**config.mk**
```make
export PLATFORM = sky130hd
export DESIGN_NAME = rcc_sequencer
export DESIGN_NICKNAME = d
export VERILOG_FILES = /design/src/rtl/resp_cmp_pkg.sv /design/src/rtl/rcc_sequencer.sv
export SDC_FILE = /design/constraint.sdc
export NUM_CORES = 1
export LEC_CHECK = 0
export BUFFER_PORTS_ARGS = -buffer_cell sky130_fd_sc_hd__buf_2
export CORE_AREA = 3 3 40 42
export DETAILED_ROUTE_END_ITERATION = 8
export DIE_AREA = 0 0 43 45
export HOLD_SLACK_MARGIN = 0.1
export PLACE_DENSITY = 0.45
export SLEW_MARGIN = 20
export SYNTH_ARGS = -nofsm -noshare
export SYNTH_HDL_FRONTEND = slang
export SYNTH_SLANG_ARGS = --single-unit
```
**constraint.sdc**
```tcl
create_clock -name clk -period 1.3 [get_ports clk]
set_input_delay 0 -clock clk [delete_from_list [all_inputs] [get_ports clk]]
set_output_delay 0 -clock clk [all_outputs]
set_load 0.005 [all_outputs]
```
**src/rtl/resp_cmp_pkg.sv**
```systemverilog
package resp_cmp_pkg;
  typedef enum logic {
    SRC_ROM = 1'b0,
    SRC_DUP = 1'b1
  } exp_src_e;
endpackage

```
**src/rtl/rcc_sequencer.sv**
```systemverilog
module rcc_sequencer #(
  parameter int DEPTH   = 16,
  parameter int IDX_W   = 4,
  parameter bit EXP_SRC = 1'b0
) (
  input  logic             clk,
  input  logic             rst_n,
  input  logic             start,
  input  logic             beat,
  input  logic             dup_end,
  output logic [IDX_W-1:0] cnt,
  output logic             running,
  output logic             done
);
  import resp_cmp_pkg::*;
  localparam logic [IDX_W-1:0] LAST = IDX_W'(DEPTH - 1);

  logic finish;
  generate
    if (exp_src_e'(EXP_SRC) == SRC_ROM) begin : g_rom_end
      assign finish = beat && (cnt == LAST);
      logic end_unused;
      assign end_unused = dup_end;
    end else begin : g_ext_end
      assign finish = running && dup_end;
    end
  endgenerate

  always_ff @(posedge clk or negedge rst_n) begin
    if (!rst_n) begin
      cnt     <= '0;
      running <= 1'b0;
      done    <= 1'b0;
    end else if (start) begin
      cnt     <= '0;
      running <= 1'b1;
      done    <= 1'b0;
    end else begin
      if (beat) cnt <= cnt + 1'b1;
      if (finish) begin
        running <= 1'b0;
        done    <= 1'b1;
      end
    end
  end
endmodule

```
# ---- Word level (Yosys, flattened, before mapping)
# Cells that the tools add are included.
dict set report word_totals {
  regBits 6
  latchBits 0
  mem_bits_rw 0
  rom_bits 0
  inputBits 5
  out_inout_bits 6
  elab_cells 14
  memories 0
}
dict set report op_classes {
  addsub 1
  n_mul 0
  n_div 0
  magnitude_cmp 0
  eq_ne 1
  shifts 0
  muxes 6
  bitwise_logic 0
  reduce_logical 3
}
# op count
set op_table {}
lappend op_table {{4-bit 2-to-1 mux} 2}
lappend op_table {{4-bit by 1-bit adder with 4-bit output (second input constant)} 1}
lappend op_table {{4-bit == test (second input constant)} 1}
lappend op_table {{1-bit 2-to-1 mux} 4}
lappend op_table {{2-bit nonzero test} 2}
lappend op_table {{1-bit logical AND} 1}

# ---- Longest topological paths before layout
dict set report logic_depth {
  ltp_word 4
  depth_mapped 3
  depth_no_buf 3
}

# ---- Worst setup path after synthesis
# Ideal clock, no wire load.
dict set report synth_path {
  path_type {reg2reg}
  startpoint {register cnt[0]}
  endpoint {register cnt[2]}
  setup_time_ns 0.077
  arrival_ns 0.947
  t_required_ns 1.223
  slack_ns 0.276
  stages_incl_launch_ff 4
  path_buffers 0
  synth_period_minus_slack_ns 1.024
  path_cell_list {dfrtp_1 -> ha_1 -> a21bo_2 -> a21oi_1}
}
dict set report synth_via {
  elab_chain_len 3
}
# item line_no
set synth_rtl {}
lappend synth_rtl {{from (decl)} rcc_sequencer.sv:11} ;# output logic [IDX_W-1:0] cnt,
lappend synth_rtl {{from (signal assigned)} rcc_sequencer.sv:39} ;# if (beat) cnt <= cnt + 1'b1;
lappend synth_rtl {{4-bit by 1-bit adder with 4-bit output} rcc_sequencer.sv:39}
lappend synth_rtl {{4-bit 2-to-1 mux} rcc_sequencer.sv:39}
lappend synth_rtl {{4-bit 2-to-1 mux} rcc_sequencer.sv:34} ;# end else if (start) begin
# No other way between the ends. The select of a mux whose other input is x is not followed.
# A chain may end at the register's enable or synchronous reset.

# ---- Worst setup path in the final report
dict set report layout_path {
  startpoint {register cnt[0]}
  endpoint {register running}
}
dict set report layout_via {
  elab_chain_len 3
}
# item line_no
set layout_rtl {}
lappend layout_rtl {{4-bit == test} rcc_sequencer.sv:21} ;# assign finish = beat && (cnt == LAST);
lappend layout_rtl {{1-bit logical AND} rcc_sequencer.sv:21}
lappend layout_rtl {{2-bit nonzero test (no source line)} --}
lappend layout_rtl {{to (signal assigned)} rcc_sequencer.sv:32} ;# running <= 1'b0;
lappend layout_rtl {{to (signal assigned)} rcc_sequencer.sv:36} ;# running <= 1'b1;
lappend layout_rtl {{to (signal assigned)} rcc_sequencer.sv:41} ;# running <= 1'b0;
lappend layout_rtl {{to (decl)} rcc_sequencer.sv:12} ;# output logic running,
# No other way between the ends.

==> out/results.txt <==
status: finished, final reports clean
Synth area leader: dfrtp_1
P_leak: 0.1923 nW
1st-iter DRT viols: 1
CP max FO: 4
power density over the cells: 1069 nW/um2
antenna violations before repair: 0
Synth Area per Inst: 12.13 um2
Worst Clk Skew: 0.003647 ns
nature of the critical path endpoint: flop
WP data required: 1.43 ns
Area contributors post-synth: dfrtp_1, ha_1, nand4_2, buf_6, mux2_1
IO buf count: 9
clk slew on worst S/H paths: 0.05 ns
max-slew violations: 0
initial core utilization: 21.71%
most frequent cell after synthesis: dfrtp_1
Synth Register Bits: 6
RSZ-0062 raised after global routing: no
TritonRoute pass-1 iters: 2
Yosys cell types: 15
IO Pins: 11
worst slack at placement: 0.2030 ns
Area after DPL: 331.6 um2
worst hold path type: input pin to async pin
synthesis-to-layout area growth: 37.67%
syn_nets: 29
root cell of the clock tree: clkbuf_4
Via-to-Cell Ratio: 4.154
Core ar.: 1285 um2
Skew-Pair Late Insertion Delay: 0.24 ns
pin count of the biggest net entering global routing: 8
CTS tree: yes
Nets: 45
YS warnings: 0
Num CTS Buffers: 3
first-pass GRT wire length: 972 um
register area share after synthesis: 53.81%
vias in the first global route: 233
Main synth FF type: dfrtp_1
fraction of registers with async set/reset: 100.0%
clk buf depth: 2
Tmin final: 1.090 ns
vias: 216
worst slew pin tran: 0.1344 ns
Routed WL: 571 um
met3 WL: 49 um
VDD IR max: 0.3224 mV
crit path kind: flop to flop
DR WL/cell: 10.98 um
setup TNS: 0 ns
die area: 1935 um2
Die X: 43 um
# rows: 13
metal2 WL: 265 um
share of layout cells above drive strength 1: 37.84%
n_diodes: 0
setup ws final: 0.2103 ns
synthesized instance count: 23
uppermost routed layer: met3
Achievable Freq: 917.7 MHz
top cell type's share of synthesized area: 53.81%
Placer Congestion: 0.6207
antenna-violating nets left: 0
Data arrival, critical path: 1.21 ns
Design Area, Final: 384.1 um2
total number of clock tree sinks: 6
DRC viols: 0
number of synthesized flops with an enable pin: 0
H-tree lvl count: 1
Slew headroom: 90.78%
DRT met1 WL: 257 um
GRT overflow: 0
worst reg-to-reg path cell count: 3
setup bufs post-CTS: 0
Tot GR Track Use: 7.197%
Final Cycle Share: 83.82%
max-cap violation count: 0
Hold Vio Cnt, Final: 0
Final setup viols: 0
DIE HEIGHT: 45 um
Synth Cell Area: 279.0 um2
Post-synth top cells: dfrtp_1, nor2_1, a21oi_1
Startpoint Class: flop
==> cell type report <==
cell class,count,area [um2]
well taps,15,18.77
repair buffers,12,75.07
clock buffers,3,22.52
multi-input cells,15,113.9
inverters,1,3.754
flip-flops and latches,6,150.1
fillers,140,900.9
==> final timing paths <==
kind                                      from                  end  slack (ns)
max in group asynchronous                rst_n   cnt[3]$_DFFE_PN0P_        1.04
setup / recovery            cnt[0]$_DFFE_PN0P_  running$_DFFE_PN0P_        0.21
setup reg to reg            cnt[0]$_DFFE_PN0P_  running$_DFFE_PN0P_        0.21
min in group clk           running$_DFFE_PN0P_  running$_DFFE_PN0P_        0.47
hold / removal                           rst_n     done$_DFFE_PN0P_        0.12
hold reg to reg            running$_DFFE_PN0P_  running$_DFFE_PN0P_        0.47
==> critical path, stage by stage (launching register included) <==
cell and delay [ns]:
dfrtp_1 0.41, ha_1 0.21, nand4_1 0.16, a21o_1 0.20
==> report_power, final <==
group	switching, mW	total [mW]	internal, mW
Sequential	0.00808	0.202	0.194
Clock	0.0612	0.165	0.104
Combinational	0.0201	0.0434	0.0233
==> sequential cells by signal (all words and copies together) (netlist names) <==
signal and count:
cnt 4, done 1, running 1
==> metal layers <==
layer	vias to the layer above	track usage, %
li1	111	-
met1	100	7.579
met2	5	10.48
met3	0	4.382
met4	0	5.422
met5	-	0
==> layout by cell type, fill, tap and decap left out, drive strengths merged, types with 2 or more instances in the layout <==
| cell | synthesis | layout |
|---|---|---|
| a21oi | 2 | 2 |
| buf | 1 | 9 |
| clkbuf | 0 | 3 |
| dfrtp | 6 | 6 |
| dlygate4sd3 | 0 | 3 |
| nand4 | 2 | 2 |
| nor2 | 3 | 3 |
==> per-stage QoR <==
step | util (%) | power (mW) | instances | hold WS (ns)
after detailed placement | 25.80 | 0.2424 | 46 | -0.1680
after CTS | 29.89 | 0.4251 | 52 | 0.1152
after global placement | 25.80 | 0.2415 | 46 | -0.1703
final | 29.89 | 0.4106 | 52 | 0.1188
after floorplan | - | 0.2252 | 23 | -0.2956
after global routing | 29.89 | 0.4390 | 52 | 0.1481
==> cell families after synthesis <==
kind of cell / Yosys count / share of synthesized area, %
simple gates: 7 / 15.70
flops: 6 / 53.81
compound gates: 4 / 9.867
buf+inv: 2 / 5.380
mux: 2 / 7.623
xor+xnor: 1 / 3.140
fa+ha+maj: 1 / 4.484
==> what timing repair did <==
item / in CTS / in global routing
hold endpoints to repair: 11 / 0
hold buffers: 3 / 0
gates resized for setup: 0 / 0
Power figures use the tool's default switching activity.
